<file path="config.mk">
export PLATFORM = sky130hd
export DESIGN_NAME = swint_bank
export DESIGN_NICKNAME = d
export VERILOG_FILES = /design/src/rtl/swint_pkg.sv /design/src/rtl/swint_rst_sync.sv /design/src/rtl/swint_decode.sv /design/src/rtl/swint_cell.sv /design/src/rtl/swint_bank.sv
export SDC_FILE = /design/constraint.sdc
export NUM_CORES = 1
export LEC_CHECK = 0
export BUFFER_PORTS_ARGS = -buffer_cell sky130_fd_sc_hd__buf_2
export CORE_MARGIN = 3
export CORE_UTILIZATION = 27
export CTS_CLUSTER_DIAMETER = 120
export DETAILED_ROUTE_END_ITERATION = 16
export PLACE_DENSITY = 0.76
export SLEW_MARGIN = 20
export SYNTH_ARGS = -nofsm -noshare
export SYNTH_HDL_FRONTEND = slang
export SYNTH_HIERARCHICAL = 1
export SYNTH_SLANG_ARGS = --single-unit
</file>
<file path="constraint.sdc">
create_clock -name clk -period 0.8 [get_ports clk]
set_input_delay 0.04 -clock clk [delete_from_list [all_inputs] [get_ports clk]]
set_output_delay 0.04 -clock clk [all_outputs]
set_load 0.005 [all_outputs]
</file>
<file path="src/rtl/swint_pkg.sv">
package swint_pkg;
  localparam int BUS_W = 32;
  localparam int BE_W  = BUS_W / 8;

  typedef enum logic {
    SWI_MODE_RW       = 1'b0,
    SWI_MODE_SET_ONLY = 1'b1
  } swint_mode_e;
endpackage

</file>
<file path="src/rtl/swint_rst_sync.sv">
module swint_rst_sync (
  input  logic clk,
  input  logic rst_n,
  output logic rst_sync_n
);
  logic [1:0] stage_q;

  always_ff @(posedge clk or negedge rst_n) begin
    if (!rst_n) stage_q <= 2'b00;
    else        stage_q <= {stage_q[0], 1'b1};
  end

  assign rst_sync_n = stage_q[1];
endmodule

</file>
<file path="src/rtl/swint_decode.sv">
module swint_decode #(
  parameter int NUM_HARTS = 4,
  parameter int ADDR_W    = 8,
  localparam int SLOT_W   = ADDR_W - 2,
  localparam int IDX_W    = (NUM_HARTS > 1) ? $clog2(NUM_HARTS) : 1
) (
  input  logic [ADDR_W-1:0]        addr,
  input  logic [swint_pkg::BE_W-1:0] be,
  input  logic                     wr,
  output logic                     hit,
  output logic [IDX_W-1:0]         idx,
  output logic [NUM_HARTS-1:0]     wsel
);
  logic [SLOT_W-1:0] slot;
  logic              in_range;

  assign slot     = addr[ADDR_W-1:2];
  assign in_range = {{(32-SLOT_W){1'b0}}, slot} < 32'(NUM_HARTS);
  assign hit      = (be == {swint_pkg::BE_W{1'b1}}) && (addr[1:0] == 2'b00) && in_range;
  assign idx      = slot[IDX_W-1:0];

  for (genvar h = 0; h < NUM_HARTS; h++) begin : g_sel
    assign wsel[h] = wr && hit && (slot == SLOT_W'(h));
  end
endmodule

</file>
<file path="src/rtl/swint_cell.sv">
module swint_cell #(
  parameter swint_pkg::swint_mode_e MODE = swint_pkg::SWI_MODE_RW
) (
  input  logic clk,
  input  logic rst_n,
  input  logic wsel,
  input  logic wbit,
  input  logic ack,
  output logic pend
);
  localparam bit SET_ONLY = (MODE == swint_pkg::SWI_MODE_SET_ONLY);

  logic pend_q, pend_d, pend_en;

  always_comb begin
    pend_en = 1'b0;
    pend_d  = pend_q;
    if (SET_ONLY) begin
      if (wsel && wbit) begin
        pend_en = 1'b1;
        pend_d  = 1'b1;
      end else if (ack) begin
        pend_en = 1'b1;
        pend_d  = 1'b0;
      end
    end else if (wsel) begin
      pend_en = 1'b1;
      pend_d  = wbit;
    end
  end

  always_ff @(posedge clk or negedge rst_n) begin
    if (!rst_n)       pend_q <= 1'b0;
    else if (pend_en) pend_q <= pend_d;
  end

  assign pend = pend_q;

  assert_set_R1: assert property (@(posedge clk) disable iff (!rst_n)
    (wsel && wbit) |=> pend);
  assert_rw_clear_R2: assert property (@(posedge clk) disable iff (!rst_n)
    (!SET_ONLY && wsel && !wbit) |=> !pend);
  assert_so_zero_write_R3: assert property (@(posedge clk) disable iff (!rst_n)
    (SET_ONLY && wsel && !wbit && !ack) |=> $stable(pend));
  assert_ack_clear_R7: assert property (@(posedge clk) disable iff (!rst_n)
    (SET_ONLY && ack && !(wsel && wbit)) |=> !pend);
  assert_rw_ack_ignored_R7: assert property (@(posedge clk) disable iff (!rst_n)
    (!SET_ONLY && !wsel) |=> $stable(pend));
  assert_set_beats_ack_R8: assert property (@(posedge clk) disable iff (!rst_n)
    (SET_ONLY && wsel && wbit && ack) |=> pend);
endmodule

</file>
<file path="src/rtl/swint_bank.sv">
module swint_bank #(
  parameter int                     NUM_HARTS = 4,
  parameter int                     ADDR_W    = 8,
  parameter swint_pkg::swint_mode_e MODE      = swint_pkg::SWI_MODE_RW
) (
  input  logic                         clk,
  input  logic                         rst_n,
  input  logic [ADDR_W-1:0]            bus_addr,
  input  logic [swint_pkg::BUS_W-1:0]  bus_wdata,
  input  logic [swint_pkg::BE_W-1:0]   bus_be,
  input  logic                         bus_wr,
  input  logic                         bus_rd,
  output logic [swint_pkg::BUS_W-1:0]  bus_rdata,
  input  logic [NUM_HARTS-1:0]         irq_ack,
  output logic [NUM_HARTS-1:0]         sw_irq
);
  localparam int  IDX_W    = (NUM_HARTS > 1) ? $clog2(NUM_HARTS) : 1;
  localparam bit  SET_ONLY = (MODE == swint_pkg::SWI_MODE_SET_ONLY);

  logic                        rst_sync_n;
  logic                        hit;
  logic [IDX_W-1:0]            idx;
  logic [NUM_HARTS-1:0]        wsel;
  logic [NUM_HARTS-1:0]        pend;
  logic [swint_pkg::BUS_W-1:0] rdata_q, rdata_d;
  logic                        unused_wdata;

  assign unused_wdata = ^bus_wdata[swint_pkg::BUS_W-1:1];

  swint_rst_sync u_rst (
    .clk        (clk),
    .rst_n      (rst_n),
    .rst_sync_n (rst_sync_n)
  );

  swint_decode #(.NUM_HARTS(NUM_HARTS), .ADDR_W(ADDR_W)) u_dec (
    .addr (bus_addr),
    .be   (bus_be),
    .wr   (bus_wr),
    .hit  (hit),
    .idx  (idx),
    .wsel (wsel)
  );

  for (genvar h = 0; h < NUM_HARTS; h++) begin : g_hart
    swint_cell #(.MODE(MODE)) u_cell (
      .clk  (clk),
      .rst_n(rst_sync_n),
      .wsel (wsel[h]),
      .wbit (bus_wdata[0]),
      .ack  (irq_ack[h]),
      .pend (pend[h])
    );
  end

  always_comb begin
    rdata_d = '0;
    if (!SET_ONLY && bus_rd && hit) rdata_d[0] = pend[idx];
  end

  always_ff @(posedge clk or negedge rst_sync_n) begin
    if (!rst_sync_n) rdata_q <= '0;
    else             rdata_q <= rdata_d;
  end

  assign bus_rdata = rdata_q;
  assign sw_irq    = pend;

  assert_one_target_R10: assert property (@(posedge clk) disable iff (!rst_sync_n)
    $onehot0(wsel));
  assert_upper_zero_R4: assert property (@(posedge clk) disable iff (!rst_sync_n)
    bus_rdata[swint_pkg::BUS_W-1:1] == '0);
  assert_read_value_R4: assert property (@(posedge clk) disable iff (!rst_sync_n)
    (!SET_ONLY && bus_rd && hit && !bus_wr) |=> (bus_rdata[0] == $past(sw_irq[idx])));
  assert_so_reads_zero_R5: assert property (@(posedge clk) disable iff (!rst_sync_n)
    SET_ONLY |-> (bus_rdata == '0));
  assert_idle_zero_R4: assert property (@(posedge clk) disable iff (!rst_sync_n)
    !bus_rd |=> (bus_rdata == '0));
  assert_bad_access_R9: assert property (@(posedge clk) disable iff (!rst_sync_n)
    (!hit && !(SET_ONLY && (irq_ack != '0))) |=> $stable(sw_irq) && (bus_rdata == '0));
endmodule

</file>
==> run metrics <==
status finished, violations left; failing checks setup timing; critical path arrival 1270 ps; Routed WL per cell 10.4 um; number of flops mapped to enable cells by yosys 0; Root Driver clkbuf_4; layout cell share with drive strength beyond 1 51.6%; Logic pwr share 21.6%; RSZ-0062 raised after global routing yes; f_max 0.884 GHz; most common cell after layout, fill and taps aside conb_1; Critical Path RT 940 ps; Syn. warnings 6; post-synth top area share 39.1%; Peak VDD IR 0.350 mV; HPWL after DPL 1.05 mm; Port Buffer Count 21; drt drc 0; crit start category register; total wire length 1.25 mm; Area Overhead vs Synth 39.3%; final hold violations 0; CTS max path bufs 2; CTS tree built; WP buf/inv 0; crit-path max cell delay 470 ps; fin crit share 141%; GRT Residual Overflow 0; Crit. End Element register; pin count of the biggest net entering global routing 6; Clock transition at path regs 50 ps; TritonRoute pass-1 iters 2; CP max FO 2; final core utilization 42.4%; async set or reset register ratio after synthesis 100%; Int Power 641 uW; NetSw 220 uW; vias in the first global route 405; final setup vio count 9; fin nets 146; Total Routing Usage GR 8.44%; final instance area 883 um2; Die ar. 2970 um2; die height 54.5 um; Switching Fraction 25.5%; most frequent cells in the layout conb_1, buf_2, buf_6; critical path's top delay family multiplexers; Hold Slack 78.1 ps; FP Rows 16; cells after synthesis 60; via density per instance 3.62; drt initial violations 2; clock latency on the worst-skew pair 240 ps; Slowest cell on crit path mux4_2; clock power share 35.8%; placeable core region 2080 um2; Starting Density 30.5%; clk_skew 1.29 ps; post-place instance area 737 um2; sequential fraction of the synthesis area 27.6%; Placed Instances 113; Period minus WS final 1130 ps; DRT antenna net count 0; top post-synthesis cells by area buf_4, dfrtp_1, mux2_4; ys flop type dfrtp_1; #FFs+latches synth 7; CP cell instances mux4_2 > and3_4; final worst slack -332 ps; Final Slew Violations 0; post-synthesis cell area 634 um2; antenna violations before repair 0; sequential share of power 42.6%; GPL Wtd Cong 0.661; Die W 54.5 um; pwr dens 975 nW/um2; TritonCTS buffer count 3; IO Count 88; Post-Layout Cell Count 120; H-Tree Depth 1; first-pass GRT wire length 1.73 mm; Min-Delay Path Class register to async pin; crit path kind register to register; syn avg cell area 10.6 um2; leakage 0.000468 uW; filler cell count in the final layout 218; largest area contributor in the synthesized netlist buf_4; via count 434; clk sinks 7; max cap viols 0; # diodes 0; Netlist cell types 15
==> cells in the mapped netlist (2+ instances only) <==
cell	instances
buf_4	33
dfrtp_1	7
mux2_4	4
nor4_1	3
conb_1	2
nand3b_1	2
==> cell type report <==
cell class              count  area [um2]  share of cell area (%)
repair buffers             32         249                    28.2
multi-input cells          50         399                    45.2
clock buffers               4        26.3                    2.97
well taps                  27        33.8                    3.82
flip-flops and latches      7         175                    19.8
==> logic make-up after synthesis <==
kind of cell | synth area share (%)
and+or+nand+nor | 19.1
buffers and inverters | 39.1
muxes | 13.0
other | 1.18
DFF | 27.6
==> power by group through the flow <==
stage	logic, uW	clock network [uW]	registers [uW]
2_1_floorplan	188	0	371
3_5_place_dp	145	0	373
5_1_grt	206	354	368
4_1_cts	176	329	367
3_3_place_gp	142	0	372
6_report	186	308	367
==> flip-flops by register name, summed over array words and instances (netlist names) <==
register	flops
bus_rdata	1
g_hart.u_cell/pend	4
u_rst/stage_q	2
==> stage by stage <==
stage	total power (uW)	setup TNS, ps	worst slack [ps]
finish	861	-1180	-332
CTS	873	-1170	-316
global route	928	-1580	-351
global placement	515	-1840	-394
floorplan	559	-1370	-309
detailed placement	518	-1980	-438
==> path summary, 6_finish.rpt <==
check	startpoint	to	slack [ps]	cells past startpoint
worst max-delay path	g_hart[3].u_cell/pend$_DFFE_PN0P_	bus_rdata[0]$_DFF_PN0_	-330	2
worst min-delay path	u_rst/stage_q[1]$_DFF_PN0_	g_hart[0].u_cell/pend$_DFFE_PN0P_	80	0
worst max register to register	g_hart[3].u_cell/pend$_DFFE_PN0P_	bus_rdata[0]$_DFF_PN0_	-330	2
worst min register to register	u_rst/stage_q[1]$_DFF_PN0_	g_hart[0].u_cell/pend$_DFFE_PN0P_	80	0
max in group asynchronous	u_rst/stage_q[1]$_DFF_PN0_	g_hart[1].u_cell/pend$_DFFE_PN0P_	540	0
min in group clk	bus_rd	bus_rdata[0]$_DFF_PN0_	80	2
==> timing repair <==
item	in CTS	in global routing
hold endpoints to repair	2	0
buffers inserted	3	0
hold buffers	1	0
gates resized for setup	13	4
endpoints found under the setup margin	9	10
pin swaps	5	1
==> routing by layer <==
layer,vias up,GRT usage (%),share of wire [%]
li1,204,-,-
met1,201,8.90,34
met2,29,15.7,55
met3,0,1.91,11
met4,0,3.73,0
met5,-,0,0
(Power assumes the default switching activity.)
